<file path="config.mk">
export PLATFORM = sky130hd
export DESIGN_NAME = rx_error_hold
export DESIGN_NICKNAME = d
export VERILOG_FILES = /design/src/rtl/rxeg_pkg.sv /design/src/rtl/rxeg_regs.sv /design/src/rtl/rxeg_hold.sv /design/src/rtl/rx_error_hold.sv
export SDC_FILE = /design/constraint.sdc
export NUM_CORES = 1
export LEC_CHECK = 0
export CORE_UTILIZATION = 40
export CTS_CLUSTER_DIAMETER = 150
export DETAILED_ROUTE_END_ITERATION = 12
export PLACE_DENSITY_LB_ADDON = 0.08
export SLEW_MARGIN = 5
export SYNTH_ARGS = -nofsm -noshare
export SYNTH_HDL_FRONTEND = slang
export SYNTH_SLANG_ARGS = --single-unit
</file>
<file path="constraint.sdc">
create_clock -name clk -period 1.65 [get_ports clk]
set_input_delay 0.4125 -clock clk [delete_from_list [all_inputs] [get_ports clk]]
set_output_delay 0.4125 -clock clk [all_outputs]
set_load 0.02 [all_outputs]
</file>
<file path="src/rtl/rxeg_pkg.sv">
package rxeg_pkg;

  localparam int ERR_N = 7;

  localparam int E_LOCK  = 0;
  localparam int E_VALID = 1;
  localparam int E_CONF  = 2;
  localparam int E_BIPH  = 3;
  localparam int E_PAR   = 4;
  localparam int E_QCRC  = 5;
  localparam int E_CSCRC = 6;

  // Errors that may alter the audio path; the two CRC classes are excluded.
  localparam logic [ERR_N-1:0] AUDIO_ERR_SET =
    (ERR_N'(1) << E_LOCK) | (ERR_N'(1) << E_VALID) | (ERR_N'(1) << E_CONF) |
    (ERR_N'(1) << E_BIPH) | (ERR_N'(1) << E_PAR);

  localparam int ADDR_STATUS = 0;
  localparam int ADDR_MASK   = 1;
  localparam int ADDR_MODE   = 2;

  typedef enum logic [1:0] {
    HM_REPEAT   = 2'b00,
    HM_MUTE     = 2'b01,
    HM_PASS     = 2'b10,
    HM_PASS_ALT = 2'b11
  } hold_mode_e;

endpackage

</file>
<file path="src/rtl/rxeg_regs.sv">
module rxeg_regs
  import rxeg_pkg::*;
#(
  parameter int ADDR_W = 2,
  parameter int DATA_W = 8
) (
  input  logic              clk,
  input  logic              rst,
  input  logic              wr,
  input  logic              rd,
  input  logic [ADDR_W-1:0] addr,
  input  logic [DATA_W-1:0] wdata,
  output logic [DATA_W-1:0] rdata,
  input  logic              err_vld,
  input  logic [ERR_N-1:0]  err_in,
  output logic [ERR_N-1:0]  mask_o,
  output hold_mode_e        mode_o,
  output logic              irq_o
);

  logic [ERR_N-1:0]  status_q, mask_q, new_err, status_d;
  hold_mode_e        mode_q;
  logic [DATA_W-1:0] rdata_q;
  logic              irq_q;
  logic              rd_status, wr_mask, wr_mode;

  assign rd_status = rd && (addr == ADDR_W'(ADDR_STATUS));
  assign wr_mask   = wr && (addr == ADDR_W'(ADDR_MASK));
  assign wr_mode   = wr && (addr == ADDR_W'(ADDR_MODE));

  // Only enabled errors reach the sticky register; a same-cycle event survives the clear.
  assign new_err  = err_vld ? (err_in & mask_q) : '0;
  assign status_d = (rd_status ? '0 : status_q) | new_err;

  always_ff @(posedge clk) begin
    if (rst) begin
      status_q <= '0;
      mask_q   <= '0;
      mode_q   <= HM_REPEAT;
      rdata_q  <= '0;
      irq_q    <= 1'b0;
    end else begin
      status_q <= status_d;
      irq_q    <= |status_d;
      if (wr_mask) mask_q <= wdata[ERR_N-1:0];
      if (wr_mode) mode_q <= hold_mode_e'(wdata[1:0]);
      if (rd) begin
        if (addr == ADDR_W'(ADDR_STATUS))    rdata_q <= DATA_W'(status_q);
        else if (addr == ADDR_W'(ADDR_MASK)) rdata_q <= DATA_W'(mask_q);
        else if (addr == ADDR_W'(ADDR_MODE)) rdata_q <= DATA_W'(mode_q);
        else                                 rdata_q <= '0;
      end
    end
  end

  assign rdata  = rdata_q;
  assign mask_o = mask_q;
  assign mode_o = mode_q;
  assign irq_o  = irq_q;

  AST_STICKY_KEEP: assert property (@(posedge clk) disable iff (rst)
    !rd_status |=> ((status_q & $past(status_q)) == $past(status_q)));
  AST_READ_CLEARS: assert property (@(posedge clk) disable iff (rst)
    (rd_status && !err_vld) |=> (status_q == '0));
  AST_RACE_KEEPS: assert property (@(posedge clk) disable iff (rst)
    (rd_status && err_vld) |=> (status_q == $past(err_in & mask_q)));
  AST_MASKED_SKIP: assert property (@(posedge clk) disable iff (rst)
    !rd_status |=> ((status_q & ~$past(mask_q) & ~$past(status_q)) == '0));

endmodule

</file>
<file path="src/rtl/rxeg_hold.sv">
module rxeg_hold
  import rxeg_pkg::*;
#(
  parameter int SAMPLE_W = 24,
  parameter int CH_N     = 2
) (
  input  logic                          clk,
  input  logic                          rst,
  input  logic                          in_vld,
  input  logic [CH_N-1:0][SAMPLE_W-1:0] in_smp,
  input  logic [ERR_N-1:0]              err_in,
  input  logic [ERR_N-1:0]              mask,
  input  hold_mode_e                    mode,
  output logic                          out_vld,
  output logic [CH_N-1:0][SAMPLE_W-1:0] out_smp,
  output logic                          err_pulse
);

  logic [ERR_N-1:0] enabled;
  logic             any_err, audio_hit;
  logic             out_vld_q, pulse_q;

  assign enabled   = err_in & mask;
  assign any_err   = |enabled;
  assign audio_hit = |(enabled & AUDIO_ERR_SET);

  always_ff @(posedge clk) begin
    if (rst) begin
      out_vld_q <= 1'b0;
      pulse_q   <= 1'b0;
    end else begin
      out_vld_q <= in_vld;
      pulse_q   <= in_vld && any_err;
    end
  end

  for (genvar c = 0; c < CH_N; c++) begin : g_ch
    logic [SAMPLE_W-1:0] prev_q, out_q, pick;

    always_comb begin
      pick = in_smp[c];
      if (audio_hit) begin
        case (mode)
          HM_REPEAT: pick = prev_q;
          HM_MUTE:   pick = '0;
          default:   pick = in_smp[c];
        endcase
      end
    end

    always_ff @(posedge clk) begin
      if (rst) begin
        prev_q <= '0;
        out_q  <= '0;
      end else if (in_vld) begin
        out_q <= pick;
        if (!audio_hit) prev_q <= in_smp[c];
      end
    end

    assign out_smp[c] = out_q;
  end

  assign out_vld   = out_vld_q;
  assign err_pulse = pulse_q;

  AST_MUTE_ZERO: assert property (@(posedge clk) disable iff (rst)
    (in_vld && audio_hit && mode == HM_MUTE) |=> (out_smp == '0));
  AST_PASS_THRU: assert property (@(posedge clk) disable iff (rst)
    (in_vld && (!audio_hit || mode == HM_PASS || mode == HM_PASS_ALT))
      |=> (out_smp == $past(in_smp)));
  AST_NO_IDLE_PULSE: assert property (@(posedge clk) disable iff (rst)
    !in_vld |=> (!err_pulse && !out_vld));
  AST_OUT_HOLDS: assert property (@(posedge clk) disable iff (rst)
    !in_vld |=> $stable(out_smp));

endmodule

</file>
<file path="src/rtl/rx_error_hold.sv">
module rx_error_hold
  import rxeg_pkg::*;
#(
  parameter int SAMPLE_W = 24,
  parameter int ADDR_W   = 2,
  parameter int DATA_W   = 8
) (
  input  logic                clk,
  input  logic                rst,
  input  logic                reg_wr,
  input  logic                reg_rd,
  input  logic [ADDR_W-1:0]   reg_addr,
  input  logic [DATA_W-1:0]   reg_wdata,
  output logic [DATA_W-1:0]   reg_rdata,
  input  logic                in_valid,
  input  logic [ERR_N-1:0]    in_err,
  input  logic [SAMPLE_W-1:0] in_left,
  input  logic [SAMPLE_W-1:0] in_right,
  output logic                out_valid,
  output logic [SAMPLE_W-1:0] out_left,
  output logic [SAMPLE_W-1:0] out_right,
  output logic                err_pulse,
  output logic                irq
);

  localparam int CH_N = 2;

  logic [ERR_N-1:0]              mask;
  hold_mode_e                    mode;
  logic [CH_N-1:0][SAMPLE_W-1:0] in_smp, out_smp;

  assign in_smp = {in_right, in_left};

  rxeg_regs #(.ADDR_W(ADDR_W), .DATA_W(DATA_W)) regs_i (
    .clk     (clk),
    .rst     (rst),
    .wr      (reg_wr),
    .rd      (reg_rd),
    .addr    (reg_addr),
    .wdata   (reg_wdata),
    .rdata   (reg_rdata),
    .err_vld (in_valid),
    .err_in  (in_err),
    .mask_o  (mask),
    .mode_o  (mode),
    .irq_o   (irq)
  );

  rxeg_hold #(.SAMPLE_W(SAMPLE_W), .CH_N(CH_N)) hold_i (
    .clk       (clk),
    .rst       (rst),
    .in_vld    (in_valid),
    .in_smp    (in_smp),
    .err_in    (in_err),
    .mask      (mask),
    .mode      (mode),
    .out_vld   (out_valid),
    .out_smp   (out_smp),
    .err_pulse (err_pulse)
  );

  assign out_left  = out_smp[0];
  assign out_right = out_smp[1];

  AST_PULSE_HAS_IRQ: assert property (@(posedge clk) disable iff (rst)
    err_pulse |-> irq);

endmodule

</file>
== Yosys cells after proc, flatten, opt, wreduce, memory -nomap -nowiden ==
Index checks and enable logic that the tools add are counted.

* Output and inout port bits: 59
* Register bits after elaboration: 123
* Bits of input ports: 70

* Muxes and demuxes: 9
* Eq/ne operators: 3
* Bitwise logic cells: 3
* Reduce and logical (&&, ||, !) cells: 10

{| class="wikitable"
|+ Operator list
! cell !! number
|-
| one-hot mux 24 bit (2 select lines) || 2
|-
| 2-to-1 mux 24 bit || 2
|-
| 2-to-1 mux 8 bit || 2
|-
| 2-to-1 mux 7 bit || 2
|-
| OR reduction 7 bit || 2
|-
| AND 7 bit || 1
|-
| OR 7 bit || 1
|-
| OR reduction 5 bit || 1
|-
| == test 2 x 1 -> 1 bit (second input constant) || 2
|-
| logical AND 1 bit || 4
|-
| zero test 2 bit || 2
|-
| == test 2 bit (second input constant) || 1
|-
| 2-to-1 mux 2 bit || 1
|-
| AND reduction 2 bit || 1
|-
| NOT 1 bit || 1
|}

== Depth between registers and ports, before layout ==
Gate-level depths: netlist of the first run.

* Depth after elaboration: 5
* Depth in mapped cells: 6
* Depth with buffers taken out: 4

== Cells and area by module ==
A second synthesis of the first run with hierarchy kept.

* Cells, all modules: 684
* Area, all modules: 6208.5 um^2

{| class="wikitable"
|+ Modules (own cells, without submodules)
! module !! area each (um^2) !! times used !! sequential area each (um^2) !! cells an instance
|-
| rxeg_hold || 5168.7 || 1 || 1961.9 || 574
|-
| rxeg_regs || 1039.7 || 1 || 480.5 || 110
|}

== Worst setup path after synthesis of the first run ==
OpenSTA, ideal clock, no wires.

* Kind: input to register
* From: in in_err[3]
* To: reg hold_i.g_ch[1].out_q[13]
* Path buffers: 2
* Stages: 5
* Slack: -69 ps
* Required time: 1509 ps
* Setup time: 141 ps
* Data arrival time: 1578 ps
* Cell sequence: a222oi_1 and2_1 buf_2 buf_2 o311ai_0

* Cells in the longest elaborated chain, start to end: 3

{| class="wikitable"
|+ RTL lines
! what !! line !! source
|-
| start, declared || rx_error_hold.sv:16 || <nowiki>input logic [ERR_N-1:0] in_err,</nowiki>
|-
| AND 7 bit || rxeg_hold.sv:23 || <nowiki>assign enabled = err_in & mask;</nowiki>
|-
| OR reduction 5 bit || rxeg_hold.sv:25 || <nowiki>assign audio_hit = |(enabled & AUDIO_ERR_SET);</nowiki>
|-
| 2-to-1 mux 24 bit || rxeg_hold.sv:42 || <nowiki>if (audio_hit) begin</nowiki>
|-
| end signal, assigned || rxeg_hold.sv:56 || <nowiki>out_q <= pick;</nowiki>
|-
| end, declared || rxeg_hold.sv:38 || <nowiki>logic [SAMPLE_W-1:0] prev_q, out_q, pick;</nowiki>
|}

No other way between the ends.
A chain may end at the register's enable or synchronous reset.

== Worst setup path in the final report of the first run ==
* From: reg regs_i.mask_q[3], in the netlist regs_i.mask_o[3]
* To: reg hold_i.g_ch[0].out_q[15]

* Cells in the longest elaborated chain, start to end: 3

{| class="wikitable"
|+ RTL lines
! what !! line !! source
|-
| start, declared || rxeg_regs.sv:21 || <nowiki>logic [ERR_N-1:0] status_q, mask_q, new_err, status_d;</nowiki>
|-
| start signal, assigned || rxeg_regs.sv:45 || <nowiki>if (wr_mask) mask_q <= wdata[ERR_N-1:0];</nowiki>
|-
| AND 7 bit || rxeg_hold.sv:23 ||
|-
| OR reduction 5 bit || rxeg_hold.sv:25 ||
|-
| 2-to-1 mux 24 bit || rxeg_hold.sv:42 ||
|-
| end signal, assigned || rxeg_hold.sv:56 ||
|-
| end, declared || rxeg_hold.sv:38 ||
|}

No other way between the ends.

==> summary.txt, run 1 <==
Status
  – Outcome: finished, final reports clean

Yosys
  – Post-synthesis sequential area ratio: between 40% and 50%
  – Synth cell count leaders: 122 x dfxtp_1, 65 x clkbuf_1, 56 x nand3_1
  – Synth Instances: between 600 and 700
  – Most common cell in the netlist: dfxtp_1
  – Synth Register Bits: between 100 and 150
  – Most used DFF post-synth: dfxtp_1
  – Avg Cell Area, Syn: between 8 and 9 sq um
  – Mapped Area: 5660 sq um
  – Synth Net Count: 718
  – Post-synth EDFFs: 0
  – Yosys top cell area share: between 40% and 50%
  – Synth area leader: dfxtp_1
  – Cell variety after synth: 34
  – Synth area leaders: dfxtp_1 43%, and3b_1 7.4%, o311ai_0 5.9%
  – Fraction of registers with async set/reset: 0%
  – Synth warn: 0

Finish
  – Post-Layout Cell Count: approximately 960
  – Final layout net count: ~840
  – Layout cell share with drive strength beyond 1: between 10% and 20%
  – Area Overhead vs Synth: 39.7%
  – Fillers: about 1.2k
  – Ant diodes: 0
  – Post-Route Utilization: a little under three fifths
  – Post-Layout Inst Area: roughly 7900 sq um

STA
  – Hold_ws: between 300 and 400 ps
  – Minimum clock period: between 1500 and 2000 ps
  – Setup Viol. Count Final: 0
  – Max Freq: about 600 MHz
  – Final Skew: between 7 and 8 ps
  – Final Hold Vio Count: 0
  – RSZ-0062 raised after global routing: true
  – TNS Setup: 0 ps
  – Ratio of final minimum period to clock period: approximately 100%
  – Final worst setup slack: between 6 and 7 ps
  – Slew Limit Fails: 0

Floorplan
  – Die X: approximately 120 um
  – Initial Util: 41.0%
  – I/O pins: 129
  – # rows: 43
  – Die area: ~15000 sq um
  – Core footprint: ~14000 sq um
  – Die Y: 121 um

Place
  – Placed Area: roughly 7400 sq um
  – Worst slack, placed: -465 ps
  – Final GP Congestion: 0.838
  – Placed cells: between 900 and 1k
  – Number of port buffers: 126
  – Post-DP HPWL: approximately 11000 um

Global routing
  – Gr usage total: 24.3%
  – Initial antenna violation count: 0
  – First-pass GRT wire length: between 20000 and 30000 um
  – Vias in the first global route: approximately 5.6k
  – Largest net degree at the start of global routing: 71
  – Gr ovfl total: 0

Power
  – Max VDD drop: ~0.66 mV
  – Clock power frac: 42.2%
  – Reg power frac: between 40% and 50%
  – Int Pwr: between 5 and 6 mW
  – Psw: approximately 2 mW
  – Net Sw Frac: 25.6%
  – Total leakage power: between 3 and 4 nW
  – PwrDens: 983 nW/um^2
  – Logic pwr share: approximately 16%
  – Total Power: 7.78 mW

Setup path
  – Startpoint types: register
  – CP arrival: approximately 1900 ps
  – Crit Path Max Fanout: 7
  – Worst Path Required: 1920 ps
  – CP endpoint kind: register
  – Worst setup path class: register to register

Clock network
  – CTS Sinks: 122
  – Cts hold-fix bufs: 0
  – Clock Path Buffers: 2
  – Cts bufs inserted: 17
  – Clk_lat worst skew: between 400 and 500 ps
  – H-Tree Depth: 4
  – Post-CTS Setup Inserts: 0
  – CTS tree: done
  – Clock transition at the registers of the reported paths: roughly 50 ps
  – CTS Root Cell: clkbuf_16

Drt
  – Detailed Routing Iterations Pass 1: 5
  – DRC violations left: 0
  – Routed Antenna Nets: 0
  – Via Count: between 5k and 6k
  – Final WL: ~18000 um
  – Avg WL per Cell: 18.4 um
  – Vias per cell: 5.86
  – Initial drt markers: approximately 470

Min path
  – Worst Hold Class: input pin to register

Flow run
  – Max-cap violations: 0
[cell usage in the layout (no fill, tap or decap), drive strengths merged, types with 3 or more instances in the layout]
cell / n
nor3b: 27
nor2: 17
dfxtp: 122
clkbuf: 29
o21ai: 48
dlygate4sd2: 58
clkdlybuf4s50: 63
mux2: 5
nand2b: 3
o311ai: 48
and3b: 48
a22oi: 23
buf: 46
a32oi: 7
nand2: 54
nand3: 56
clkinv: 3
a21oi: 39
dlymetal6s2s: 3
nand3b: 26
mux2i: 4
nor2b: 7
or3b: 25
[power groups by stage]
stage | clock network (mW) | registers, mW | logic [mW]
after floorplan | 0 | 3.38 | 0.526
after global placement | 0 | 3.29 | 1.24
after detailed placement | 0 | 3.30 | 1.26
after CTS | 3.33 | 3.23 | 1.21
after global routing | 3.46 | 3.25 | 1.36
final | 3.28 | 3.23 | 1.26
[worst max-delay path, stage by stage (launching register included)]
cell and delay (ps):
dfxtp_2 320, a222oi_1 380, buf_4 200, and2_4 270
clkbuf_16 190, o311ai_0 130
[final timing paths]
kind	depth (start not counted)	slack (ps)	to	start
worst min-delay path	3	350	regs_i.status_q[3]	in_err[3]
worst max-delay path	5	7	hold_i.g_ch[0].out_q[15]	regs_i.mask_o[3]
worst min register to register	2	450	hold_i.g_ch[0].prev_q[7]	hold_i.g_ch[0].prev_q[7]
worst max register to register	5	7	hold_i.g_ch[0].out_q[15]	regs_i.mask_o[3]
[cell families (layout without fill, tap and decap cells)]
| group | after synthesis | after routing | synth area share [%] |
|---|---|---|---|
| mux | 9 | 9 | 1.70 |
| simple gates | 268 | 268 | 29.6 |
| other cells | 1 | 1 | 0.0662 |
| buf+inv | 77 | 204 | 5.35 |
| compound gates | 171 | 171 | 20.2 |
| flops | 122 | 122 | 43.1 |
[flip-flops by register name (all words and copies together) (netlist names)]
signal / cells
hold_i.g_ch.out_q: 48
hold_i.g_ch.prev_q: 48
regs_i.mask_o: 7
regs_i.rdata: 7
regs_i.status_q: 7
regs_i.mode_o: 2
hold_i.err_pulse: 1
hold_i.out_vld: 1
regs_i.irq_o: 1
[area by class of cell]
cell class	instances	area, sq um	area share, %
Multi-Input combinational cell	449	2940	37.2
Timing Repair Buffer	173	1780	22.5
Sequential cell	122	2440	30.9
Tap cell	180	225	2.85
Clock buffer	26	499	6.31
Inverter	2	7.51	0.0949
Clock inverter	3	15.0	0.190
[what timing repair did]
action | in CTS | in global routing
pin swaps | 1 | 1
gates resized for setup | 63 | 28
endpoints found under the setup margin | 97 | 96
cloned | 0 | 4
[layer usage]
layer | part of all wire (%) | up-vias | GRT usage, %
met2 | 48 | 194 | 40.4
met5 | 0 | - | 0
li1 | - | 2652 | -
met1 | 44 | 2722 | 30.0
met4 | 2.0 | 0 | 10.5
met3 | 5.7 | 28 | 5.40
Note: power is estimated with default switching activity, not from simulation.
==> inputs of run 2 (changes only) <==
- CORE_ASPECT_RATIO: not set -> 0.9
==> summary.txt, run 2 (synthesis results as in run 1) <==
Setup path
  – Worst setup path class: input pin to register
  – Startpoint types: input pin
  – Worst path top cell family by delay: buffers and inverters
  – CP endpoint kind: register
  – Worst Path Required: around 1900 ps
  – Max incr delay on CP: 440 ps
  – CP arrival: 1960 ps
  – Critical path, cell by cell: clkdlybuf4s50_1 -> a222oi_1 -> buf_4 -> and2_4 -> clkbuf_16 -> o311ai_1
  – Critical path buffer and inverter count: 3
  – Crit Path Max Fanout: 8
  – Slowest stage cell, crit path: clkdlybuf4s50_1

STA
  – RSZ-0062 raised after global routing: true
  – Hold_ws: 325 ps
  – Slew Limit Fails: 0
  – Final Hold Vio Count: 0
  – Final Skew: 8.91 ps
  – Max Freq: 599 MHz
  – Setup Viol. Count Final: 13
  – Minimum clock period: 1670 ps
  – Final worst setup slack: -18.8 ps
  – TNS Setup: -112 ps
  – Ratio of final minimum period to clock period: 101%

Global routing
  – Gr usage total: roughly 24%
  – Met3 GRT Util: between 5 and 6%
  – Gr ovfl total: 0
  – First-pass GRT wire length: between 20000 and 30000 um
  – Largest net degree at the start of global routing: between 50 and 60
  – M1 GR Usage: a little under a third
  – Top Usage Layer GRT: met2
  – Met2 Track Usage GR: 38.6%
  – Vias in the first global route: ~5.5k
  – Initial antenna violation count: 0

Finish
  – Ant diodes: 0
  – Layout cell share with drive strength beyond 1: approximately 17%
  – Final layout net count: just over 800
  – Most frequent cells in the layout: 119 x dfxtp_1, 64 x clkdlybuf4s50_1, 58 x dlygate4sd2_1, 53 x nand2_1, 53 x nand3_1
  – Post-Layout Inst Area: ~8100 sq um
  – Area Overhead vs Synth: 43.7%
  – Fillers: around 1.2k
  – Most common cell after layout, fill and taps aside: dfxtp_1
  – Top Registers: hold_i.g_ch.out_q x48, hold_i.g_ch.prev_q x48

Floorplan
  – Die Y: between 100 and 150 um
  – Die X: about 130 um
  – Core footprint: around 14000 sq um
  – Die area: roughly 15000 sq um
  – # rows: 40
  – Initial Util: roughly two fifths
  – I/O pins: between 100 and 150

Place
  – Number of port buffers: 126
  – Post-DP HPWL: between 10000 and 15000 um
  – Final GP Congestion: about 0.8
  – Placed Area: 7250 sq um

Power
  – Max VDD drop: roughly 0.67 mV
  – Total Power: 8.49 mW
  – PwrDens: 1040 nW/um^2
  – Total leakage power: 3.45 nW

Clock network
  – CTS Sinks: 122
  – Clock transition at the registers of the reported paths: around 50 ps
  – H-Tree Depth: 4
  – Cts bufs inserted: 17
  – Cts hold-fix bufs: 0
  – CTS Root Cell: clkbuf_16
  – CTS tree: done
  – Clock Path Buffers: 2
  – Clk_lat worst skew: approximately 420 ps

Drt
  – Avg WL per Cell: roughly 19 um
  – Detailed Routing Iterations Pass 1: 5
  – Initial drt markers: about 540
  – Via Count: roughly 5.6k
  – Final WL: around 18000 um
  – Vias per cell: just under 6
  – Routed Antenna Nets: 0
  – DRC violations left: 0

Min path
  – Worst Hold Class: input pin to register

Status
  – Failing checks: negative setup slack
  – Outcome: finished with violations

Flow run
  – Max-cap violations: 0
## run 2: cell types whose count changed in the layout (fill, tap and decap cells not counted), moves of 4 or more
cell	previous run	this run
o311ai_1	33	29
o311ai_4	0	5
o311ai_0	14	6
bufinv_16	0	4
buf_12	14	10
o311ai_2	1	8
## run 2: cell type report
| type | instances | area, sq um | share of cell area [%] |
|---|---|---|---|
| well taps | 189 | 236 | 2.90 |
| flip-flops and latches | 122 | 2450 | 30.1 |
| repair buffers | 169 | 1730 | 21.2 |
| clock buffers | 24 | 482 | 5.92 |
| clock inverters | 8 | 140 | 1.72 |
| inverters | 2 | 7.51 | 0.0922 |
| multi-input cells | 449 | 3100 | 38.1 |
## run 2: what timing repair did
action / CTS / global route
setup endpoints to repair: 70 / 84
gates resized for setup: 61 / 62
pin swaps: 0 / 9
gates cloned: 0 / 6
setup buffers: 0 / 3
## run 2: stage by stage
| step | util (%) | cells | setup slack [ps] |
|---|---|---|---|
| finish | 60.0 | 963 | -18.8 |
| global route | 60.0 | 963 | -57.7 |
| CTS | 57.6 | 954 | -2.99 |
| detailed placement | 53.5 | 922 | -439 |
| global placement | 53.5 | 922 | -430 |
| floorplan | - | 648 | -18.3 |
## run 2: path summary, 6_finish.rpt
check | slack (ps) | from | endpoint | cells after the start
setup / recovery | -20 | in_err[1] | hold_i.g_ch[0].out_q[5] | 6
hold / removal | 320 | in_err[3] | regs_i.status_q[3] | 3
setup reg to reg | 0 | regs_i.mask_o[3] | hold_i.g_ch[0].out_q[5] | 5
hold reg to reg | 450 | hold_i.g_ch[0].prev_q[7] | hold_i.g_ch[0].prev_q[7] | 2
## run 2: report_power, final
part	total [mW]	switching (mW)	leakage (nW)	internal [mW]
Combinational	1.32	0.704	2.14	0.614
Clock	3.93	1.30	0.308	2.64
Sequential	3.23	0.0997	1.00	3.13
Total	8.49	2.10	3.45	6.39
## run 2: worst register-to-register path: stages, from the launching register on
cell and delay [ps]:
dfxtp_4 350, a222oi_1 340, buf_4 200, and2_4 300, clkbuf_16 230, o311ai_1 110
## run 2: routing by layer
layer  routed length, um  up-vias  share of wire [%]
met5                   0        -                  0
met4                 315        0                1.7
met3                1190       25                6.5
met2                8520      224                 47
met1                8200     2680                 45
li1                    -     2638                  -
==> inputs of run 3 (changes only) <==
- CELL_PAD_IN_SITES_DETAIL_PLACEMENT: not set -> 1
- CELL_PAD_IN_SITES_GLOBAL_PLACEMENT: not set -> 2
- CORE_UTILIZATION: 40 -> 27
==> summary.txt, run 3 (synthesis results as in run 1) <==
Global routing
  – Gr ovfl total: 0
  – Initial antenna violation count: 0
  – Largest net degree at the start of global routing: 40
  – Gr usage total: between 20% and 30%
  – First-pass GRT wire length: 33200 um
  – Vias in the first global route: 6022

Power
  – Int Pwr: ~6.2 mW
  – Reg power frac: approximately two fifths
  – Clock power frac: between 40% and 50%
  – Total leakage power: about 3.4 nW
  – Max VDD drop: ~0.54 mV
  – Net Sw Frac: ~28%
  – PwrDens: about 1000 nW/um^2
  – Psw: 2.34 mW
  – Logic pwr share: around 16%

Drt
  – Met1 wire length: just over 10000 um
  – Initial drt markers: between 300 and 400
  – Final WL: between 20000 and 25000 um
  – Detailed Routing Iterations Pass 1: 4
  – Max Used Layer: met4
  – Avg WL per Cell: 20.8 um
  – Metal3 WL: slightly below 900 um
  – Vias per cell: between 5 and 6
  – Met2 WL: 10700 um
  – DRC violations left: 0
  – Via Count: ~5.6k
  – Routed Antenna Nets: 0

Status
  – Outcome: finished with violations
  – Failing checks: negative setup slack

Clock network
  – Clock transition at the registers of the reported paths: roughly 60 ps
  – CTS Sinks: ~120
  – CTS tree: done
  – Clock Path Buffers: 2
  – CTS Root Cell: clkbuf_16
  – H-Tree Depth: 4
  – Clk_lat worst skew: ~430 ps
  – Cts bufs inserted: 17
  – Cts hold-fix bufs: 0

Floorplan
  – Die X: roughly 150 um
  – # rows: 49
  – Die Y: 139 um
  – Die area: 21600 sq um
  – Core footprint: just over 20000 sq um
  – I/O pins: roughly 130
  – Initial Util: about 28%

Finish
  – Area Overhead vs Synth: 45.2%
  – Final layout net count: 835
  – Most common cell after layout, fill and taps aside: dfxtp_1
  – Layout cell share with drive strength beyond 1: about 16%
  – Most frequent cells in the layout: 119 x dfxtp_1, 63 x clkdlybuf4s50_1, 58 x dlygate4sd2_1, 56 x nand3_1, 53 x nand2_1
  – Ant diodes: 0
  – Post-Layout Inst Area: just over 8000 sq um
  – Post-Route Utilization: between 40% and 50%
  – Top Registers: hold_i.g_ch.out_q x48, hold_i.g_ch.prev_q x48

Setup path
  – Startpoint types: register
  – Critical path endpoint: hold_i.g_ch[0].out_q[6]
  – R2r setup slk: -20 ps
  – R2R Path End: hold_i.g_ch[0].out_q[6]
  – Beginning of the critical path: regs_i.mask_o[3]
  – Crit Path Max Fanout: 8
  – Worst R2R Start: regs_i.mask_o[3]
  – CP endpoint kind: register
  – Worst setup path class: register to register
  – Worst Path Required: between 1500 and 2000 ps
  – CP arrival: 1970 ps
  – R2R cell count: 5

STA
  – Final worst setup slack: -15.6 ps
  – Setup Viol. Count Final: 17
  – Max Freq: around 600 MHz
  – RSZ-0062 raised after global routing: true
  – Minimum clock period: roughly 1700 ps
  – Ratio of final minimum period to clock period: 101%
  – Max_slew headroom: 65.3%
  – Final Hold Vio Count: 0
  – Slew @ Worst Pin: 520 ps
  – Slew Limit Fails: 0
  – Hold_ws: approximately 340 ps
  – Final Skew: around 9.8 ps

Place
  – Post-DP HPWL: 13300 um
  – Number of port buffers: 126
  – Final GP Congestion: 0.773
  – Placed Area: 7460 sq um

Min path
  – Worst Hold Class: input pin to register
  – Worst hold start: in_err[3]
  – Min-Delay Path Depth: 3

Flow run
  – Max-cap violations: 0
run 3: cell count changes in the layout (fill, tap and decap cells not counted), moves of 4 or more:
cell / delta
clkbuf_1: -4
clkinvlp_4: +4
buf_4: +4
o311ai_1: +6
run 3: through the flow:
stage               power, mW  cells  TNS (ps)  setup slack (ps)
detailed placement       4.61   1020    -48160              -514
floorplan                3.91    648      -320             -18.3
global route             8.82   1058     -2000             -74.5
finish                   8.51   1058      -110             -15.6
global placement         4.57   1020    -46860              -480
CTS                      8.50   1053      -201             -23.0
run 3: layer usage:
metal	vias to the layer above	global-route usage, %
met1	2834	24.9
met5	-	0
met3	18	5.08
met2	123	33.8
li1	2653	-
met4	0	6.77
run 3: power by group through the flow:
stage	sequential (mW)	clock (mW)	combinational, mW
after global placement	3.30	0	1.27
after CTS	3.24	4.00	1.25
after floorplan	3.38	0	0.526
after detailed placement	3.31	0	1.30
after global routing	3.26	4.12	1.44
final	3.24	3.92	1.35
run 3: repair_timing:
action | in CTS | in global routing
pin swaps | 0 | 4
gates cloned | 0 | 5
endpoints found under the setup margin | 138 | 91
buffers inserted | 1 | 0
resized for setup | 69 | 43
run 3: layout make-up:
type	instances	area (sq um)
fill	2295	12100
multi-input combinational	449	3030
sequential	122	2450
timing repair buffer	173	1780
clock buffer	18	439
tap	280	350
clock inverter	14	171
inverter	2	7.51
run 3: worst max-delay path, stage by stage, from the launching register on:
cell	delay [ps]
dfxtp_2	330
a222oi_1	340
buf_4	210
and2_4	300
clkbuf_16	220
o311ai_2	110
run 3: how the worst min path moves through the flow:
stage,endpoint,slack [ps]
finish,regs_i.status_q[3],340
global route,regs_i.status_q[4],330
CTS,hold_i.g_ch[1].prev_q[14],460
detailed placement,hold_i.g_ch[0].prev_q[23],450
global placement,hold_i.g_ch[0].prev_q[7],440
floorplan,hold_i.g_ch[0].prev_q[7],430
